<file path="config.mk">
export PLATFORM = sky130hd
export DESIGN_NAME = pps_catcher
export DESIGN_NICKNAME = d
export VERILOG_FILES = /design/src/rtl/pps_pkg.sv /design/src/rtl/pps_rate_table.sv /design/src/rtl/pps_atr_walker.sv /design/src/rtl/pps_xchg_fsm.sv /design/src/rtl/pps_catcher.sv
export SDC_FILE = /design/constraint.sdc
export NUM_CORES = 1
export LEC_CHECK = 0
export BUFFER_PORTS_ARGS = -buffer_cell sky130_fd_sc_hd__buf_2
export CAP_MARGIN = 25
export CORE_MARGIN = 1
export CORE_UTILIZATION = 41
export DETAILED_ROUTE_END_ITERATION = 12
export PLACE_DENSITY = 0.59
export SLEW_MARGIN = 25
export SYNTH_ARGS = -nofsm -noshare
export SYNTH_HDL_FRONTEND = slang
export SYNTH_SLANG_ARGS = --single-unit
</file>
<file path="constraint.sdc">
create_clock -name clk -period 4.6 [get_ports clk]
set_input_delay 0.92 -clock clk [delete_from_list [all_inputs] [get_ports clk]]
set_output_delay 0.92 -clock clk [all_outputs]
set_load 0.1 [all_outputs]
</file>
<file path="src/rtl/pps_pkg.sv">
package pps_pkg;

    localparam int FI_W = 12;

    typedef enum logic [2:0] {
        A_TS, A_T0, A_IFACE, A_HIST, A_TCK, A_DONE, A_DEAD
    } atr_st_e;

    typedef enum logic [2:0] {
        X_WAIT, X_SS, X_P0, X_P1, X_P2, X_P3, X_CK, X_OFF
    } xch_st_e;

    typedef struct packed {
        logic            ok;
        logic [FI_W-1:0] f;
    } fi_t;

    typedef struct packed {
        logic       ok;
        logic [2:0] sh;
    } di_t;

    // clock-rate factor from the upper nibble of the speed byte
    function automatic fi_t fi_decode(input logic [3:0] c);
        fi_t r;
        r.ok = 1'b1;
        case (c)
            4'd0, 4'd1: r.f = 12'd372;
            4'd2:       r.f = 12'd558;
            4'd3:       r.f = 12'd744;
            4'd4:       r.f = 12'd1116;
            4'd5:       r.f = 12'd1488;
            4'd6:       r.f = 12'd1860;
            4'd9:       r.f = 12'd512;
            4'd10:      r.f = 12'd768;
            4'd11:      r.f = 12'd1024;
            4'd12:      r.f = 12'd1536;
            4'd13:      r.f = 12'd2048;
            default: begin
                r.ok = 1'b0;
                r.f  = 12'd372;
            end
        endcase
        return r;
    endfunction

    // baud divisor: powers of two only, expressed as a shift
    function automatic di_t di_decode(input logic [3:0] c);
        di_t r;
        r.ok = (c >= 4'd1) && (c <= 4'd7);
        r.sh = r.ok ? 3'(c - 4'd1) : 3'd0;
        return r;
    endfunction

    function automatic logic par_good(input logic [7:0] d, input logic p);
        return ~(^{d, p});
    endfunction

    function automatic logic [3:0] low_bit(input logic [3:0] y);
        return y & (~y + 4'd1);
    endfunction

    function automatic atr_st_e atr_after_group(input logic [3:0] ny,
                                                input logic [3:0] hist,
                                                input logic       tck);
        if (ny != 4'd0)        return A_IFACE;
        else if (hist != 4'd0) return A_HIST;
        else if (tck)          return A_TCK;
        else                   return A_DONE;
    endfunction

    // next optional byte announced by the format byte, starting at index 'from'
    function automatic xch_st_e pps_next(input logic [7:0] p0, input logic [2:0] from);
        if (from <= 3'd1 && p0[4])      return X_P1;
        else if (from <= 3'd2 && p0[5]) return X_P2;
        else if (from <= 3'd3 && p0[6]) return X_P3;
        else                            return X_CK;
    endfunction

endpackage

</file>
<file path="src/rtl/pps_rate_table.sv">
module pps_rate_table
    import pps_pkg::*;
#(
    parameter int CNT_W = 12
) (
    input  logic [7:0]       fd,
    output logic             ok,
    output logic [CNT_W-1:0] half,
    output logic [CNT_W-1:0] full,
    output logic [CNT_W-1:0] three
);
    fi_t             fi;
    di_t             di;
    logic [FI_W-1:0] q;

    always_comb begin
        fi    = fi_decode(fd[7:4]);
        di    = di_decode(fd[3:0]);
        q     = fi.f >> di.sh;
        ok    = fi.ok & di.ok;
        full  = CNT_W'(q);
        half  = CNT_W'(q >> 1);
        three = CNT_W'(q + (q >> 1));
    end
endmodule

</file>
<file path="src/rtl/pps_atr_walker.sv">
module pps_atr_walker
    import pps_pkg::*;
(
    input  logic       clk,
    input  logic       rst,
    input  logic       restart,
    input  logic       char_ok,
    input  logic       char_bad,
    input  logic [7:0] char_data,
    output logic       atr_done,
    output logic       atr_dead
);
    atr_st_e    st;
    logic [3:0] y;
    logic [3:0] hist_left;
    logic       tck;
    logic [3:0] lb;
    logic [3:0] ny;
    logic       ntck;

    always_comb begin
        lb   = low_bit(y);
        ny   = (lb == 4'b1000) ? char_data[7:4] : (y & ~lb);
        ntck = tck | ((lb == 4'b1000) && (char_data[3:0] != 4'd0));
    end

    always_ff @(posedge clk) begin
        if (rst || restart) begin
            st        <= A_TS;
            y         <= 4'd0;
            hist_left <= 4'd0;
            tck       <= 1'b0;
        end else if (char_bad && st != A_DONE && st != A_DEAD) begin
            st <= A_DEAD;
        end else if (char_ok) begin
            case (st)
                A_TS: st <= (char_data == 8'h3B) ? A_T0 : A_DEAD;
                A_T0: begin
                    y         <= char_data[7:4];
                    hist_left <= char_data[3:0];
                    tck       <= 1'b0;
                    st        <= atr_after_group(char_data[7:4], char_data[3:0], 1'b0);
                end
                A_IFACE: begin
                    y   <= ny;
                    tck <= ntck;
                    st  <= atr_after_group(ny, hist_left, ntck);
                end
                A_HIST: begin
                    hist_left <= hist_left - 4'd1;
                    if (hist_left == 4'd1) st <= tck ? A_TCK : A_DONE;
                end
                A_TCK:   st <= A_DONE;
                default: ;
            endcase
        end
    end

    assign atr_done = (st == A_DONE);
    assign atr_dead = (st == A_DEAD);


    hist_nonzero_chk: assert property (@(posedge clk) disable iff (rst)
        (st == A_HIST) |-> (hist_left != 4'd0));


    ts_gate_chk: assert property (@(posedge clk) disable iff (rst)
        (st == A_TS && char_ok && char_data != 8'h3B && !restart) |=> (st == A_DEAD));
endmodule

</file>
<file path="src/rtl/pps_xchg_fsm.sv">
module pps_xchg_fsm
    import pps_pkg::*;
(
    input  logic       clk,
    input  logic       rst,
    input  logic       restart,
    input  logic       char_ok,
    input  logic       char_bad,
    input  logic [7:0] char_data,
    input  logic       atr_done,
    input  logic       atr_dead,
    output logic       apply,
    output logic [7:0] apply_fd
);
    xch_st_e    st;
    logic       phase;     // 0 request, 1 reply
    logic [7:0] p0_r;
    logic [7:0] p1_r;
    logic [7:0] xacc;

    always_comb begin
        apply    = (st == X_CK) && phase && char_ok &&
                   ((xacc ^ char_data) == 8'h00) && p0_r[4];
        apply_fd = p1_r;
    end

    always_ff @(posedge clk) begin
        if (rst || restart) begin
            st    <= X_WAIT;
            phase <= 1'b0;
            p0_r  <= 8'h00;
            p1_r  <= 8'h00;
            xacc  <= 8'h00;
        end else if (char_bad || (st == X_WAIT && atr_dead)) begin
            st <= X_OFF;
        end else if (char_ok) begin
            case (st)
                X_WAIT, X_SS: begin
                    if (st == X_SS || atr_done) begin
                        if (char_data == 8'hFF) begin
                            xacc <= 8'hFF;
                            st   <= X_P0;
                        end else begin
                            st <= X_OFF;
                        end
                    end
                end
                X_P0: begin
                    if (phase && char_data != p0_r) st <= X_OFF;
                    else begin
                        if (!phase) p0_r <= char_data;
                        xacc <= xacc ^ char_data;
                        st   <= pps_next(char_data, 3'd1);
                    end
                end
                X_P1: begin
                    if (phase && char_data != p1_r) st <= X_OFF;
                    else begin
                        if (!phase) p1_r <= char_data;
                        xacc <= xacc ^ char_data;
                        st   <= pps_next(p0_r, 3'd2);
                    end
                end
                X_P2: begin
                    xacc <= xacc ^ char_data;
                    st   <= pps_next(p0_r, 3'd3);
                end
                X_P3: begin
                    xacc <= xacc ^ char_data;
                    st   <= pps_next(p0_r, 3'd4);
                end
                X_CK: begin
                    if ((xacc ^ char_data) != 8'h00) st <= X_OFF;
                    else if (!phase) begin
                        phase <= 1'b1;
                        st    <= X_SS;
                    end else begin
                        st <= X_OFF;
                    end
                end
                default: ;
            endcase
        end
    end


    off_sticky_chk: assert property (@(posedge clk) disable iff (rst)
        (st == X_OFF && !restart) |=> (st == X_OFF));


    bad_char_kills_chk: assert property (@(posedge clk) disable iff (rst)
        (char_bad && !restart) |=> (st == X_OFF));
endmodule

</file>
<file path="src/rtl/pps_catcher.sv">
module pps_catcher
    import pps_pkg::*;
#(
    parameter int CNT_W   = 12,
    parameter int DEF_ETU = 372
) (
    input  logic             clk,
    input  logic             rst,
    input  logic             sim_rst_rise,
    input  logic             char_valid,
    input  logic [7:0]       char_data,
    input  logic             char_par,
    input  logic             char_err,
    output logic [CNT_W-1:0] etu_half,
    output logic [CNT_W-1:0] etu_full,
    output logic [CNT_W-1:0] etu_3half,
    output logic             etu_load
);
    localparam logic [CNT_W-1:0] D_FULL  = CNT_W'(DEF_ETU);
    localparam logic [CNT_W-1:0] D_HALF  = CNT_W'(DEF_ETU / 2);
    localparam logic [CNT_W-1:0] D_THREE = CNT_W'(DEF_ETU + DEF_ETU / 2);

    logic             char_ok;
    logic             char_bad;
    logic             atr_done;
    logic             atr_dead;
    logic             apply;
    logic [7:0]       apply_fd;
    logic             tbl_ok;
    logic [CNT_W-1:0] tbl_half;
    logic [CNT_W-1:0] tbl_full;
    logic [CNT_W-1:0] tbl_three;

    always_comb begin
        char_ok  = char_valid && !char_err && par_good(char_data, char_par);
        char_bad = char_valid && !char_ok;
    end

    pps_atr_walker u_atr (
        .clk       (clk),
        .rst       (rst),
        .restart   (sim_rst_rise),
        .char_ok   (char_ok),
        .char_bad  (char_bad),
        .char_data (char_data),
        .atr_done  (atr_done),
        .atr_dead  (atr_dead)
    );

    pps_xchg_fsm u_xch (
        .clk       (clk),
        .rst       (rst),
        .restart   (sim_rst_rise),
        .char_ok   (char_ok),
        .char_bad  (char_bad),
        .char_data (char_data),
        .atr_done  (atr_done),
        .atr_dead  (atr_dead),
        .apply     (apply),
        .apply_fd  (apply_fd)
    );

    pps_rate_table #(.CNT_W(CNT_W)) u_tbl (
        .fd    (apply_fd),
        .ok    (tbl_ok),
        .half  (tbl_half),
        .full  (tbl_full),
        .three (tbl_three)
    );

    always_ff @(posedge clk) begin
        if (rst || sim_rst_rise) begin
            etu_half  <= D_HALF;
            etu_full  <= D_FULL;
            etu_3half <= D_THREE;
            etu_load  <= 1'b0;
        end else begin
            etu_load <= apply && tbl_ok;
            if (apply && tbl_ok) begin
                etu_half  <= tbl_half;
                etu_full  <= tbl_full;
                etu_3half <= tbl_three;
            end
        end
    end


    default_after_rise_chk: assert property (@(posedge clk) disable iff (rst)
        sim_rst_rise |=> (etu_full == D_FULL && etu_half == D_HALF &&
                          etu_3half == D_THREE && !etu_load));


    load_follows_char_chk: assert property (@(posedge clk) disable iff (rst)
        etu_load |-> $past(char_valid));


    hold_without_load_chk: assert property (@(posedge clk) disable iff (rst)
        !sim_rst_rise |=> (etu_load || ($stable(etu_full) && $stable(etu_half))));
endmodule

</file>
==> results of run 1 <==
-- worst paths after layout --
| check | slack, ps | from | endpoint |
|---|---|---|---|
| worst max-delay path | 320 | u_xch.apply_fd[0]$_SDFFE_PP0P_ | etu_3half[11]$_SDFFE_PP0P_ |
| worst min register to register | 450 | etu_3half[4]$_SDFFE_PP0P_ | etu_3half[4]$_SDFFE_PP0P_ |
| worst max register to register | 320 | u_xch.apply_fd[0]$_SDFFE_PP0P_ | etu_3half[11]$_SDFFE_PP0P_ |
| worst min-delay path | 450 | etu_3half[4]$_SDFFE_PP0P_ | etu_3half[4]$_SDFFE_PP0P_ |
-- worst max-delay path: cells and delay by family (launching register included) --
kind / cells / cell delay [ps]
buf+inv: 3 / 540
simple gates: 2 / 580
fa+ha+maj: 2 / 480
compound gates: 9 / 2260
flops: 1 / 310
-- registers in the layout, summed over array words and instances, names as in the netlist, 3 cells and up --
name and count:
u_xch.st 3, u_xch.apply_fd 8, etu_3half 12, u_xch.p0_r 8
u_atr.st 3, u_atr.y 4, u_atr.hist_left 4, etu_full 12
u_xch.xacc 8
-- synth_stat cells, drive strengths merged (5+ instances only) --
cell	instances	area share
nand4	6	0.0070
nand3	21	0.020
mux2i	17	0.032
a21o	5	0.0070
xor2	28	0.046
a211oi	11	0.015
nor4b	7	0.011
o21ai	40	0.037
nand2	75	0.052
o211ai	11	0.015
or2	6	0.0070
a21oi	45	0.042
nand2b	11	0.013
ha	17	0.040
or3b	5	0.0082
nor2	61	0.043
a31oi	11	0.013
or3	9	0.012
o221a	10	0.021
nor2b	5	0.0058
o21a	6	0.0084
buf	40	0.048
inv	16	0.011
nor4	12	0.020
nor3b	6	0.0084
nor3	34	0.032
xnor2	13	0.021
o22ai	6	0.0070
dfxtp	65	0.24
clkbuf	35	0.025
-- through the flow --
| step | cell area, um2 | hold WS, ps | instances | total power, W |
|---|---|---|---|---|
| 6_report | 5970 | 450 | 900 | 0.00147 |
| 5_1_grt | 5970 | 474 | 900 | 0.00153 |
| 4_1_cts | 5960 | 455 | 900 | 0.00148 |
| 3_5_place_dp | 5650 | 447 | 884 | 0.000774 |
| 3_3_place_gp | 5650 | 443 | 884 | 0.000771 |
| 2_1_floorplan | 5370 | 445 | 712 | 0.000735 |
-- layer usage --
metal	up-vias	track usage	routed length, um
li1	2620	-	-
met1	2574	0.308	7270
met2	195	0.393	7330
met3	43	0.0457	803
met4	0	0.114	465
met5	-	0	0
-- layout make-up --
type,instances,area (um2)
clock buffers,10,239
inverters,16,60.1
clock inverters,6,65.1
well taps,172,215
flip-flops and latches,65,1300
repair buffers,75,440
fillers,1294,6700
multi-input cells,556,3650
-- where the power goes --
part           switching [W]  internal [W]  leakage (nW)  total (W)
Combinational       0.000120     0.0000606          1.57   0.000180
Sequential         0.0000148      0.000569         0.525   0.000584
Clock               0.000274      0.000435         0.149   0.000709
Total               0.000408       0.00106          2.24    0.00147
-- cell families after synthesis --
group	Yosys count	synth area share
other	1	0.000698
AOI/OAI and AO/OA	201	0.258
muxes	18	0.0338
buffers and inverters	91	0.0843
DFF	65	0.242
and+or+nand+nor	276	0.268
xor gates and xnor gates	41	0.0669
adders and majority gates	19	0.0452
-- cells in the final DEF, fill, tap and decap left out, types with 12 or more instances in the layout --
cell,count
a21oi_1,45
buf_2,49
buf_4,26
dfxtp_1,65
ha_1,17
inv_1,16
mux2i_1,17
nand2_1,75
nand3_1,21
nor2_1,57
nor3_1,34
o21ai_0,30
xnor2_1,12
xor2_1,28
-- timing repair --
| item | CTS | global route |
|---|---|---|
| resized for setup | 0 | 5 |
| endpoints found under the hold margin | 0 | 0 |
| setup endpoints to repair | 0 | 2 |
==> impl_metrics.toml, run 1 <==
[clock_tree]
cts_root_buffer = "clkbuf_16"
cts_hold_buf = 0
cts_buffer_depth = 2
cts_tree = "built"
htree_levels = 3
cts_setup_buffers = 0
clock_sinks = 65
cts.reportedPaths.clkPinSlew_ps = 60
cts_buffers = 9
clkLatencyLatePin_ps = 350

[die]
num_io_pins = 51
rows = 41
core_area_um2 = 12700
dieArea_um2 = 13600
die_x_um = 116
fp.dieH_um = 116
start_util = 0.424

[final_layout]
drive_above_1_share = 0.168
fin_util = 0.471
syn2layout_area_growth_pct = 11.2
nets = 755
n_antenna_cell = 0

[synthesis]
synth_cells = 712
synth_edf_count = 0
ys_warn_count = 0
synth_flop_cell = "dfxtp_1"
syn_nets = 744
synth.distinct_cells = 82
syn-cell-area_um2 = 5370
ys_ff_latch = 65
ys_seq_area_frac = 0.242
synthArstFlopShare = 0
avgSynthCellArea_um2 = 7.54

[sta]
worst_slew_pin_slew_ps = 933
setup_viol = 0
rsz0062_at_grt = "no"
tns_ps = 0
layout_setup_ws_ps = 321
finalMaxSlewViolations = 0
hold_violations = 0
finalCritPeriodShare = 0.930
max_slew_margin = 0.378
max_freq_ghz = 0.234
period_needed_ps = 4280
finClkSkew_ps = 12.4

[routing]
vias_per_cell = 6.04
wirelength_um = 15900
drtPass1Iterations = 5
ant_nets = 0
drcViolationCount = 0
drt_iter0_drc = 454
vias = 5432
wire_per_inst_um = 17.6

[placed_design]
routabilityCongestion = 0.955
port_buffers = 49
detailed_place_hpwl_um = 11200
pre_cts_ws_ps = 241

[job]
maxCapViolations = 0

[power]
p_per_area_nw_per_um2 = 247
p_leak_nw = 2.24
ir_worst_vdd_v = 0.000158

[critical_path]
path_cells = "buf_4, ha_1, or3b_1, buf_4, a221o_1, a211oi_1, a21oi_1, o22ai_1, inv_1, ha_1, a2111oi_0, o21ai_1, a41oi_2, nor3_1, a311oi_1, o21ai_1"
slowest_delay_ps = 490
start_kind = "flop"
crit_arrival_ps = 4510
endpoint_kind = "flop"
crit_fanout = 13
worstPathRequired_ps = 4830
reg2reg_depth = 16
path_class = "reg -> reg"
critPathSlowestCell = "or3b_1"

[global_route]
grt_overflow = 0
grt_pass1_vias = 4961
track_usage = 0.242
grt_max_degree = 44
grt_pass1_wl_um = 25300
antenna_found_initial = 0

[min_path]
hold_path_depth = 2
worstHoldPathType = "reg -> reg"

[run_status]
status = "complete, no violations"
No activity file was read; power rests on OpenSTA's default activity.
==> run 2, diff against run 1 <==
Settings changed: ABC_CLOCK_PERIOD_IN_PS from default to 4600, CORE_MARGIN 1 to default, PLACE_DENSITY 0.59 to 0.58, SYNTH_HIERARCHICAL from default to 1.
==> impl_metrics.toml, run 2 <==
[final_layout]
layout_commonest_cell = "nand2_1"
n_antenna_cell = 0
fin_util = 0.482
syn2layout_area_growth_pct = 13.5
final_cell_mix = "nand2_1 (111), nor2_1 (80), dfxtp_1 (77)"
drive_above_1_share = 0.205
stdcell_count = 1003
fillers = 1392
nets = 848
largest_registers = "etu_3half (12), etu_full (12), etu_half (12)"

[synthesis]
synthArstFlopShare = 0
syn-cell-area_um2 = 5960
synth_edf_count = 0
ys_top_cells_by_area = "dfxtp_1 (26%), nand2_1 (7.1%), a21oi_1 (5.1%)"
syn_nets = 807
ys_warn_count = 6
synth_cells = 779
synth_flop_cell = "dfxtp_1"
yosysMostFrequentCell = "nand2_1"
ys_ff_latch = 77
avgSynthCellArea_um2 = 7.65
yosysTopAreaCell = "dfxtp_1"
synth_top_cell_area_share = 0.259
yosys-top-cells-count = "nand2_1 (112), nor2_1 (81), dfxtp_1 (77), a21oi_1 (61), o21ai_0 (36)"
ys_seq_area_frac = 0.259
synth.distinct_cells = 101

[routing]
wire_per_inst_um = 16.4
drtPass1Iterations = 5
vias_per_cell = 5.88
wirelength_um = 16400
drt_iter0_drc = 380
drcViolationCount = 0
vias = 5899
ant_nets = 0

[sta]
hold_violations = 0
finClkSkew_ps = 11.8
setup_viol = 0
max_freq_ghz = 0.228
finalCritPeriodShare = 0.954
finalMaxSlewViolations = 0
period_needed_ps = 4390
worst_slew_pin_slew_ps = 922
tns_ps = 0
max_slew_margin = 0.381

[power]
seqPwrFrac = 0.440
p_clk_frac = 0.460
p_int_w = 0.00119
p_switching_w = 0.000383
power_frac_comb = 0.101
p_leak_nw = 2.62
ir_worst_vdd_v = 0.000165
p_per_area_nw_per_um2 = 233
swShare = 0.243

[global_route]
grt_pass1_vias = 5425
grt_max_degree = 37
track_usage = 0.225
antenna_found_initial = 0
grt_pass1_wl_um = 26700
grt_overflow = 0

[critical_path]
cp_top_family = "compound AO/OA/AOI/OAI gates"
crit_top_cell = "a21oi_1"
critPathSlowestCell = "or3b_4"
endpoint_kind = "flop"
worstPathRequired_ps = 4820
start_kind = "flop"
path_class = "reg -> reg"
crit_fanout = 4
path_cells = "inv_1, ha_1, or3b_4, nand2b_1, buf_4, a21oi_1, o221a_2, o21ai_0, a21oi_1, a21o_1, ha_1, a21o_1, a211oi_2, nor2_1, o41ai_2, o21ai_1, and4_1, a2111o_1, nand2_1, a21oi_1"
slowest_delay_ps = 430
critical_path_buf_inv_count = 2
crit_arrival_ps = 4610

[clock_tree]
cts_hold_buf = 0
cts_tree = "built"
cts_buffer_depth = 2
htree_levels = 3
cts_root_buffer = "clkbuf_16"
clock_sinks = 77
cts_buffers = 9
clkLatencyLatePin_ps = 350
cts.reportedPaths.clkPinSlew_ps = 50

[die]
core_area_um2 = 14000
num_io_pins = 51
die_x_um = 123
start_util = 0.425
dieArea_um2 = 15000
rows = 43
fp.dieH_um = 123

[job]
maxCapViolations = 0

[run_status]
status = "complete, no violations"

[placed_design]
detailed_place_hpwl_um = 11600
port_buffers = 50
dp_cells = 985
routabilityCongestion = 0.958

[min_path]
worstHoldPathType = "reg -> reg"
==> run 2: path summary, 6_finish.rpt <==
check                                 start                          to  slack (ps)  cells after the start
max          u_xch/apply_fd[1]$_SDFFE_PP0P_  etu_3half[11]$_SDFFE_PP0P_         210                     20
min                etu_half[8]$_SDFFE_PP0P_    etu_half[8]$_SDFFE_PP0P_         450                      2
min reg2reg        etu_half[8]$_SDFFE_PP0P_    etu_half[8]$_SDFFE_PP0P_         450                      2
max reg2reg  u_xch/apply_fd[1]$_SDFFE_PP0P_  etu_3half[11]$_SDFFE_PP0P_         210                     20
==> run 2: what timing repair did <==
item                       CTS  global route
setup endpoints to repair    0             5
buffers inserted             0             4
resized for setup            0            21
==> run 2: cells by family (layout without fill, tap and decap cells) <==
kind of cell / after synthesis / after routing / share of synthesized area
flops: 77 / 77 / 0.259
other cells: 1 / 1 / 0.000629
mux: 26 / 26 / 0.0443
compound gates: 211 / 211 / 0.250
fa+ha+maj: 14 / 14 / 0.0306
xor+xnor: 40 / 40 / 0.0634
simple gates: 328 / 328 / 0.278
buf+inv: 82 / 126 / 0.0751
==> run 2: final cells by class <==
cell class                      count  area (um2)  share of cell area
Clock buffer                       13         270              0.0399
Clock inverter                      1        30.0             0.00444
Inverter                           18        67.6             0.00999
Multi-Input combinational cell    620        4050               0.599
Sequential cell                    77        1540               0.228
Tap cell                          180         225              0.0333
Timing Repair Buffer               94         581              0.0858
==> run 2: layer usage <==
metal	vias up	global-route usage	wire, um
li1	2887	-	-
met1	2809	0.275	7400
met2	180	0.385	7950
met3	23	0.0516	780
met4	0	0.0785	299
met5	-	0	0
==> run 2: through the flow <==
| step | total power [W] | area (um2) | hold WS (ps) | setup slack (ps) |
|---|---|---|---|---|
| after detailed placement | 0.000864 | 6360 | 446 | 66.8 |
| after CTS | 0.00159 | 6670 | 454 | 13.9 |
| after global placement | 0.000861 | 6360 | 440 | 136 |
| after floorplan | 0.000828 | 5970 | 457 | 32.4 |
| after global routing | 0.00164 | 6770 | 472 | -38.0 |
| final | 0.00158 | 6770 | 451 | 214 |
==> run 2: worst reg2reg max path: stages, from the launching register on <==
cell	delay, ps
dfxtp_1	360
inv_1	70
ha_1	230
or3b_4	430
nand2b_1	110
buf_4	140
a21oi_1	60
o221a_2	270
o21ai_0	130
a21oi_1	160
a21o_1	230
ha_1	300
a21o_1	200
a211oi_2	220
nor2_1	90
o41ai_2	390
o21ai_1	140
and4_1	230
a2111o_1	380
nand2_1	60
a21oi_1	60
==> run 2: power by group through the flow <==
stage / logic [W] / clock network (W) / registers [W]
6_report: 0.000159 / 0.000725 / 0.000694
5_1_grt: 0.000174 / 0.000766 / 0.000695
4_1_cts: 0.000157 / 0.000743 / 0.000693
3_5_place_dp: 0.000157 / 0 / 0.000707
3_3_place_gp: 0.000154 / 0 / 0.000707
2_1_floorplan: 0.000139 / 0 / 0.000690
==> run 3, diff against run 2 <==
Settings changed: RECOVER_POWER from default to 25.
==> impl_metrics.toml, run 3 (same netlist as run 2, synthesis figures left out) <==
[run_status]
status = "complete, no violations"

[critical_path]
cp_top_family = "compound AO/OA/AOI/OAI gates"
critPathSlowestCell = "or3b_4"
start_kind = "flop"
crit_arrival_ps = 4630
path_cells = "inv_1, ha_1, or3b_4, nand2b_1, buf_4, a21oi_1, o221a_2, o21ai_0, a21oi_1, a21o_1, ha_1, a21o_1, a211oi_2, nor2_1, o41ai_2, o21ai_1, and4_1, a2111o_1, nand2_1, a21oi_1"
crit_top_cell = "a21oi_1"
worstPathRequired_ps = 4820
crit_fanout = 4
endpoint_kind = "flop"
critical_path_buf_inv_count = 2
path_class = "reg -> reg"
slowest_delay_ps = 430

[final_layout]
fin_util = 0.479
fin_area_um2 = 6730
stdcell_count = 1003
final_cell_mix = "nand2_1 (111), nor2_1 (80), dfxtp_1 (77)"
drive_above_1_share = 0.171
syn2layout_area_growth_pct = 12.9
layout_commonest_cell = "nand2_1"
nets = 848
largest_registers = "etu_3half (12), etu_full (12), etu_half (12)"
n_antenna_cell = 0

[power]
p_int_w = 0.00119
ir_worst_vdd_v = 0.000164
p_switching_w = 0.000383
p_leak_nw = 2.52
power_frac_comb = 0.101
swShare = 0.243
p_per_area_nw_per_um2 = 234
seqPwrFrac = 0.440
p_clk_frac = 0.460

[placed_design]
detailed_place_hpwl_um = 11600
dp_cells = 985
port_buffers = 50
placed_cell_area_um2 = 6360
routabilityCongestion = 0.958

[die]
dieArea_um2 = 15000
start_util = 0.425
fp.dieH_um = 123
core_area_um2 = 14000
rows = 43
num_io_pins = 51
die_x_um = 123

[clock_tree]
htree_levels = 3
cts.reportedPaths.clkPinSlew_ps = 50
cts_hold_buf = 0
clkLatencyLatePin_ps = 340
cts_buffer_depth = 2
cts_root_buffer = "clkbuf_16"
cts_buffers = 9
clock_sinks = 77
cts_tree = "built"

[routing]
drcViolationCount = 0
drt_iter0_drc = 364
drtPass1Iterations = 5
wirelength_um = 16500
ant_nets = 0
wire_per_inst_um = 16.4
vias = 5905
vias_per_cell = 5.89

[sta]
worst_slew_pin_slew_ps = 1200
max_freq_ghz = 0.227
finalCritPeriodShare = 0.957
finClkSkew_ps = 12.3
max_slew_margin = 0.206
period_needed_ps = 4400
setup_viol = 0
hold_violations = 0
finalMaxSlewViolations = 0

[global_route]
grt_pass1_wl_um = 26700
antenna_found_initial = 0
grt_pass1_vias = 5425
grt_overflow = 0
track_usage = 0.225
grt_max_degree = 37

[min_path]
worstHoldPathType = "reg -> reg"

[job]
maxCapViolations = 0
==> run 3: cell types whose count changed in the layout (fill, tap and decap cells not counted), sizes merged <==
cell and change:
buf -28, clkbuf +28
==> run 3: cell type report <==
cell class                 count  area, um2
clock buffer                  13        270
clock inverter                 1       30.0
fill                        1410       7310
inverter                      18       67.6
multi-input combinational    620       4050
sequential                    77       1540
tap                          180        225
timing repair buffer          94        546
==> run 3: worst min-delay path, cell delays in order (launching register included) <==
cell and delay [ps]:
dfxtp_1 300, nand2_1 50, a21oi_1 50
==> run 3: timing repair <==
item / 4_1_cts / 5_1_grt
setup buffers: 0 / 4
setup endpoints to repair: 0 / 5
gates resized for setup: 0 / 21
==> run 3: path summary, 6_finish.rpt <==
path / startpoint / endpoint / slack (ps) / depth (start not counted)
setup / recovery: u_xch/apply_fd[1]$_SDFFE_PP0P_ / etu_3half[11]$_SDFFE_PP0P_ / 200 / 20
setup reg to reg: u_xch/apply_fd[1]$_SDFFE_PP0P_ / etu_3half[11]$_SDFFE_PP0P_ / 200 / 20
hold reg to reg: etu_half[8]$_SDFFE_PP0P_ / etu_half[8]$_SDFFE_PP0P_ / 450 / 2
hold / removal: etu_half[8]$_SDFFE_PP0P_ / etu_half[8]$_SDFFE_PP0P_ / 450 / 2
==> run 3: metrics by stage <==
step                worst slack (ps)  power [W]  TNS [ps]  hold WS (ps)
floorplan                       32.4   0.000828         0           457
global placement                 136   0.000861         0           440
detailed placement              66.8   0.000864         0           446
CTS                             13.9    0.00159         0           454
global route                   -38.0    0.00164     -54.7           475
finish                           196    0.00158         0           453
==> run 3: per-layer routing <==
| layer | wire length (um) | track usage |
|---|---|---|
| met5 | 0 | 0 |
| met4 | 283 | 0.0785 |
| met2 | 8070 | 0.385 |
| met1 | 7280 | 0.275 |
| met3 | 863 | 0.0516 |
==> run 3: power by group through the flow <==
| stage | sequential (W) | clock [W] | combinational (W) |
|---|---|---|---|
| after floorplan | 0.000690 | 0 | 0.000139 |
| after global placement | 0.000707 | 0 | 0.000154 |
| after detailed placement | 0.000707 | 0 | 0.000157 |
| after CTS | 0.000693 | 0.000743 | 0.000157 |
| after global routing | 0.000695 | 0.000766 | 0.000174 |
| final | 0.000694 | 0.000725 | 0.000159 |
